$ cat src/rtl/lvd_pkg.sv
package lvd_pkg;
  typedef enum logic {
    ST_INVALID = 1'b0,
    ST_VALID   = 1'b1
  } lvd_state_e;

  function automatic int cnt_bits(input int max_val);
    int b;
    b = 1;
    while ((1 << b) <= max_val) b++;
    return b;
  endfunction
endpackage

$ cat src/rtl/lvd_sync.sv
module lvd_sync #(
  parameter int WIDTH  = 4,
  parameter int STAGES = 2
) (
  input  logic             clk_i,
  input  logic             rst_ni,
  input  logic [WIDTH-1:0] d_i,
  output logic [WIDTH-1:0] q_o
);
  for (genvar b = 0; b < WIDTH; b++) begin : g_bit
    logic [STAGES-1:0] chain_q;
    always_ff @(posedge clk_i or negedge rst_ni) begin
      if (!rst_ni) chain_q <= '0;
      else         chain_q <= {chain_q[STAGES-2:0], d_i[b]};
    end
    assign q_o[b] = chain_q[STAGES-1];
  end
endmodule

$ cat src/rtl/lvd_window_timer.sv
module lvd_window_timer #(
  parameter int CW = 9
) (
  input  logic          clk_i,
  input  logic          rst_ni,
  input  logic          run_i,
  input  logic [CW-1:0] limit_i,
  output logic          done_o,
  output logic [CW-1:0] cnt_o
);
  logic [CW-1:0] cnt_q;
  logic          last;

  assign last   = (cnt_q == limit_i - CW'(1));
  assign done_o = run_i && last;
  assign cnt_o  = cnt_q;

  // restart on any break in the condition and after each completed window
  always_ff @(posedge clk_i or negedge rst_ni) begin
    if (!rst_ni)              cnt_q <= '0;
    else if (!run_i || last)  cnt_q <= '0;
    else                      cnt_q <= cnt_q + CW'(1);
  end

  p_cnt_bound_r7: assert property (@(posedge clk_i) disable iff (!rst_ni)
    cnt_q < limit_i);
endmodule

$ cat src/rtl/line_valid_det.sv
module line_valid_det
  import lvd_pkg::*;
#(
  parameter int N_LINES     = 4,
  parameter int FALL_CYCLES = 300,
  parameter int RISE_CYCLES = 10,
  parameter int SYNC_STAGES = 2
) (
  input  logic               clk_i,
  input  logic               rst_ni,
  input  logic [N_LINES-1:0] line_valid_i,
  output logic               status_o
);
  localparam int MAX_WIN = (FALL_CYCLES > RISE_CYCLES) ? FALL_CYCLES : RISE_CYCLES;
  localparam int CW      = cnt_bits(MAX_WIN);

  logic [N_LINES-1:0] valid_s;
  logic               any_valid;
  logic               run;
  logic               done;
  logic [CW-1:0]      limit;
  logic [CW-1:0]      cnt;
  lvd_state_e         state_q;

  lvd_sync #(.WIDTH(N_LINES), .STAGES(SYNC_STAGES)) u_sync (
    .clk_i (clk_i),
    .rst_ni(rst_ni),
    .d_i   (line_valid_i),
    .q_o   (valid_s)
  );

  assign any_valid = |valid_s;

  // qualify the condition that opposes the current status
  always_comb begin
    if (state_q == ST_VALID) begin
      run   = !any_valid;
      limit = CW'(FALL_CYCLES);
    end else begin
      run   = any_valid;
      limit = CW'(RISE_CYCLES);
    end
  end

  lvd_window_timer #(.CW(CW)) u_timer (
    .clk_i  (clk_i),
    .rst_ni (rst_ni),
    .run_i  (run),
    .limit_i(limit),
    .done_o (done),
    .cnt_o  (cnt)
  );

  always_ff @(posedge clk_i or negedge rst_ni) begin
    if (!rst_ni)   state_q <= ST_INVALID;
    else if (done) state_q <= (state_q == ST_VALID) ? ST_INVALID : ST_VALID;
  end

  assign status_o = (state_q == ST_VALID);

  p_rise_after_valid_r2: assert property (@(posedge clk_i) disable iff (!rst_ni)
    $rose(status_o) |-> $past(any_valid));

  p_fall_after_invalid_r3: assert property (@(posedge clk_i) disable iff (!rst_ni)
    $fell(status_o) |-> $past(!any_valid));

  p_fall_restart_r4: assert property (@(posedge clk_i) disable iff (!rst_ni)
    (status_o && any_valid) |=> (cnt == '0));

  p_rise_cancel_r5: assert property (@(posedge clk_i) disable iff (!rst_ni)
    (!status_o && !any_valid) |=> (cnt == '0) && !status_o);

  p_change_on_window_r7: assert property (@(posedge clk_i) disable iff (!rst_ni)
    (status_o != $past(status_o)) |->
      ($past(cnt) == (($past(status_o) ? CW'(FALL_CYCLES) : CW'(RISE_CYCLES)) - CW'(1))));
endmodule

$ cat config.mk
export PLATFORM = sky130hd
export DESIGN_NAME = line_valid_det
export DESIGN_NICKNAME = d
export VERILOG_FILES = /design/src/rtl/lvd_pkg.sv /design/src/rtl/lvd_sync.sv /design/src/rtl/lvd_window_timer.sv /design/src/rtl/line_valid_det.sv
export SDC_FILE = /design/constraint.sdc
export NUM_CORES = 1
export LEC_CHECK = 0
export BUFFER_PORTS_ARGS = -buffer_cell sky130_fd_sc_hd__buf_4
export CORE_UTILIZATION = 24
export CTS_CLUSTER_DIAMETER = 120
export CTS_CLUSTER_SIZE = 24
export DETAILED_ROUTE_END_ITERATION = 8
export HOLD_SLACK_MARGIN = 0.06
export SLEW_MARGIN = 40
export SYNTH_ARGS = -nofsm -noshare
export SYNTH_HDL_FRONTEND = slang
export SYNTH_SLANG_ARGS = --single-unit
$ cat constraint.sdc
create_clock -name clk_i -period 1.75 [get_ports clk_i]
set_input_delay 0.35 -clock clk_i [delete_from_list [all_inputs] [get_ports clk_i]]
set_output_delay 0.35 -clock clk_i [all_outputs]
set_load 0.02 [all_outputs]
==> out/qor.txt <==
root buf cell: clkbuf_4
CP Capture Type: register
routed wire length: 1.37 mm
largest area contributor in the synthesized netlist: dfrtp_1
DP HPWL: 968 um
crit share post-route: 95.8%
Nets: 84
# diodes: 0
largest net degree at the start of global routing: 19
max_cap viols: 0
filler instances: 295
status: complete, no violations
Leakage Power: 0.372 nW
r2r worst-path depth: 4
CTS max path bufs: 2
pre-CTS worst setup slack: 0.0777 ns
worst path required time: 1.92 ns
initial core utilization: 26.2%
Synth Warn #: 0
total CTS buffers: 3
synth top area cells: dfrtp_1 (60%), a22oi_1 (4.0%), o311ai_4 (3.5%), o31ai_1 (3.0%), or4_1 (3.0%)
global-route wire length before repair: 2.52 mm
DRC Markers: 0
worst clock skew: 0.00405 ns
initial antenna violation count: 0
All-Layer GR Usage: 10.2%
reg-to-reg setup timing slack: 0.07 ns
Buffers on Ports: 6
Ports: 7
cell area after placement: 897 sq um
worst-margin pin slew: 0.452 ns
Setup WS post-layout: 0.0734 ns
fin. max-slew vios: 0
syn_nets: 65
PD cells: 740 mW/mm^2
CP Launch Type: register
Final min period: 1.68 ns
die area: 0.00337 sq mm
Tot Pwr: 704 uW
share of layout cells above drive strength 1: 28.9%
vias in the first global route: 553
post-synth cell types: 23
Overflow after GRT: 0
Clock H-tree levels: 1
Max-slew headroom: 69.6%
met2 wire len: 632 um
Clock transition at path regs: 0.10 ns
# clock sinks: 18
clk_lat worst skew: 0.29 ns
Design Area, Final: 951 sq um
First-pass DRT Iterations: 4
Synth Register Bits: 18
Die X-Extent: 58.1 um
RSZ-0062 raised after global routing: no
WHS: 0.161 ns
area grow syn2layout: 26.0%
core area: 0.00288 sq mm
cell count after synthesis: 58
DR vias: 539
wire length on met1: 652 um
Fin. Hold Viols: 0
WL per Instance: 11.6 um
Cell Rows: 19
peak fanout along the critical path: 9
syn_area_per_cell: 13.0 sq um
Hold WC Path Type: primary input to register
Die Ht: 58.1 um
post-route antenna net violation count: 0
via/cell ratio: 4.57
Max VDD drop: 0.000257 V
post_cts resized: 0
Syn Std Cell Area: 754 sq um
crit path kind: register to register
Arrival @ worst endpoint: 1.85 ns
hold depth: 1
TNS Setup: 0 ns
register area share after synthesis: 59.7%
Final Setup Violations: 0
DR iter-0 viols: 11
fmax: 596 MHz
GP Congestion: 0.801
highest routed layer: met4
top cell type's share of synthesized area: 59.7%
WL met3: 69 um
CTS tree: built
[worst paths after layout]
path                                       startpoint                    endpoint
max in group asynchronous                      rst_ni  u_sync.g_bit[1].chain_q[1]
min reg2reg                u_sync.g_bit[3].chain_q[0]  u_sync.g_bit[3].chain_q[1]
max reg2reg                          u_timer.cnt_o[5]            u_timer.cnt_o[6]
max                                  u_timer.cnt_o[5]            u_timer.cnt_o[6]
min in group asynchronous                      rst_ni            u_timer.cnt_o[8]
min                                   line_valid_i[1]  u_sync.g_bit[1].chain_q[0]
[kinds of logic (layout without fill, tap and decap cells)]
kind of cell	count (synthesis)	count (layout)	synth area share (%)
buffers and inverters	2	20	0.995
AOI/OAI and AO/OA	17	17	18.7
and+or+nand+nor	17	17	15.4
DFF	18	18	59.7
xor gates and xnor gates	3	3	3.48
adders and majority gates	1	1	1.66
[Yosys cell counts, drive strengths merged]
cell      n
a21oi     4
inv       2
or3       2
o311ai    2
nand4bb   2
o31ai     3
xor2      2
dfrtp    18
xnor2     1
o2bb2ai   1
ha        1
a21boi    1
nand3     3
nor3      1
or4       4
o21ai     2
nand2     4
a22oi     4
nor4      1
[area by class of cell]
class                           count  area (sq um)  area share (%)
Inverter                            2          7.51           0.789
Multi-Input combinational cell     38           297            31.2
Clock buffer                        4          36.3            3.82
Tap cell                           42          52.6            5.53
Sequential cell                    18           450            47.4
Timing Repair Buffer               14           108            11.3
[critical path, stage by stage (launching register included)]
cell and delay (ns):
dfrtp_1 0.39, or4_4 0.55, o311ai_4 0.29, buf_4 0.21
a22oi_1 0.11
[layout by cell type, fill, tap and decap left out]
| cell type | Yosys | final |
|---|---|---|
| nor3_1 | 1 | 1 |
| a21boi_1 | 1 | 1 |
| or4_1 | 3 | 3 |
| nand4bb_1 | 1 | 1 |
| a21oi_1 | 4 | 4 |
| a22oi_1 | 4 | 4 |
| xnor2_1 | 1 | 1 |
| or4_4 | 1 | 1 |
| o311ai_4 | 1 | 1 |
| buf_4 | 0 | 13 |
| clkbuf_4 | 0 | 3 |
| o21ai_0 | 2 | 2 |
| nand2_1 | 4 | 4 |
| inv_1 | 2 | 2 |
| dfrtp_1 | 18 | 18 |
| o31ai_1 | 3 | 3 |
| o2bb2ai_1 | 1 | 1 |
| dlygate4sd3_1 | 0 | 1 |
| xor2_1 | 2 | 2 |
| ha_1 | 1 | 1 |
| nor4_1 | 1 | 1 |
| or3_1 | 1 | 1 |
| clkbuf_8 | 0 | 1 |
| or3_2 | 1 | 1 |
| nand4bb_2 | 1 | 1 |
| nand3_1 | 3 | 3 |
| o311ai_2 | 1 | 1 |
[where the power goes]
part	internal [mW]	switching (mW)	total, mW
Clock	0.127	0.124	0.251
Combinational	0.0111	0.0123	0.0234
Sequential	0.426	0.00410	0.430
[registers in the layout (all words and copies together) (netlist names)]
name	cells
status_o	1
u_sync.g_bit.chain_q	8
u_timer.cnt_o	9
[stage by stage]
stage,std cells,util [%]
2_1_floorplan,58,-
3_3_place_gp,112,31.2
3_5_place_dp,112,31.2
4_1_cts,117,32.8
5_1_grt,118,33.1
6_report,118,33.1
[metal layers]
| layer | vias up | track usage (%) |
|---|---|---|
| li1 | 261 | - |
| met1 | 263 | 12.8 |
| met2 | 13 | 14.8 |
| met3 | 2 | 4.24 |
| met4 | 0 | 6.12 |
| met5 | - | 0 |
[repair_timing]
| action | CTS | global route |
|---|---|---|
| hold buffers | 1 | 0 |
| hold endpoints to repair | 18 | 0 |
| endpoints found under the setup margin | 0 | 4 |
| setup buffers | 0 | 1 |
Power figures use the tool's default switching activity.
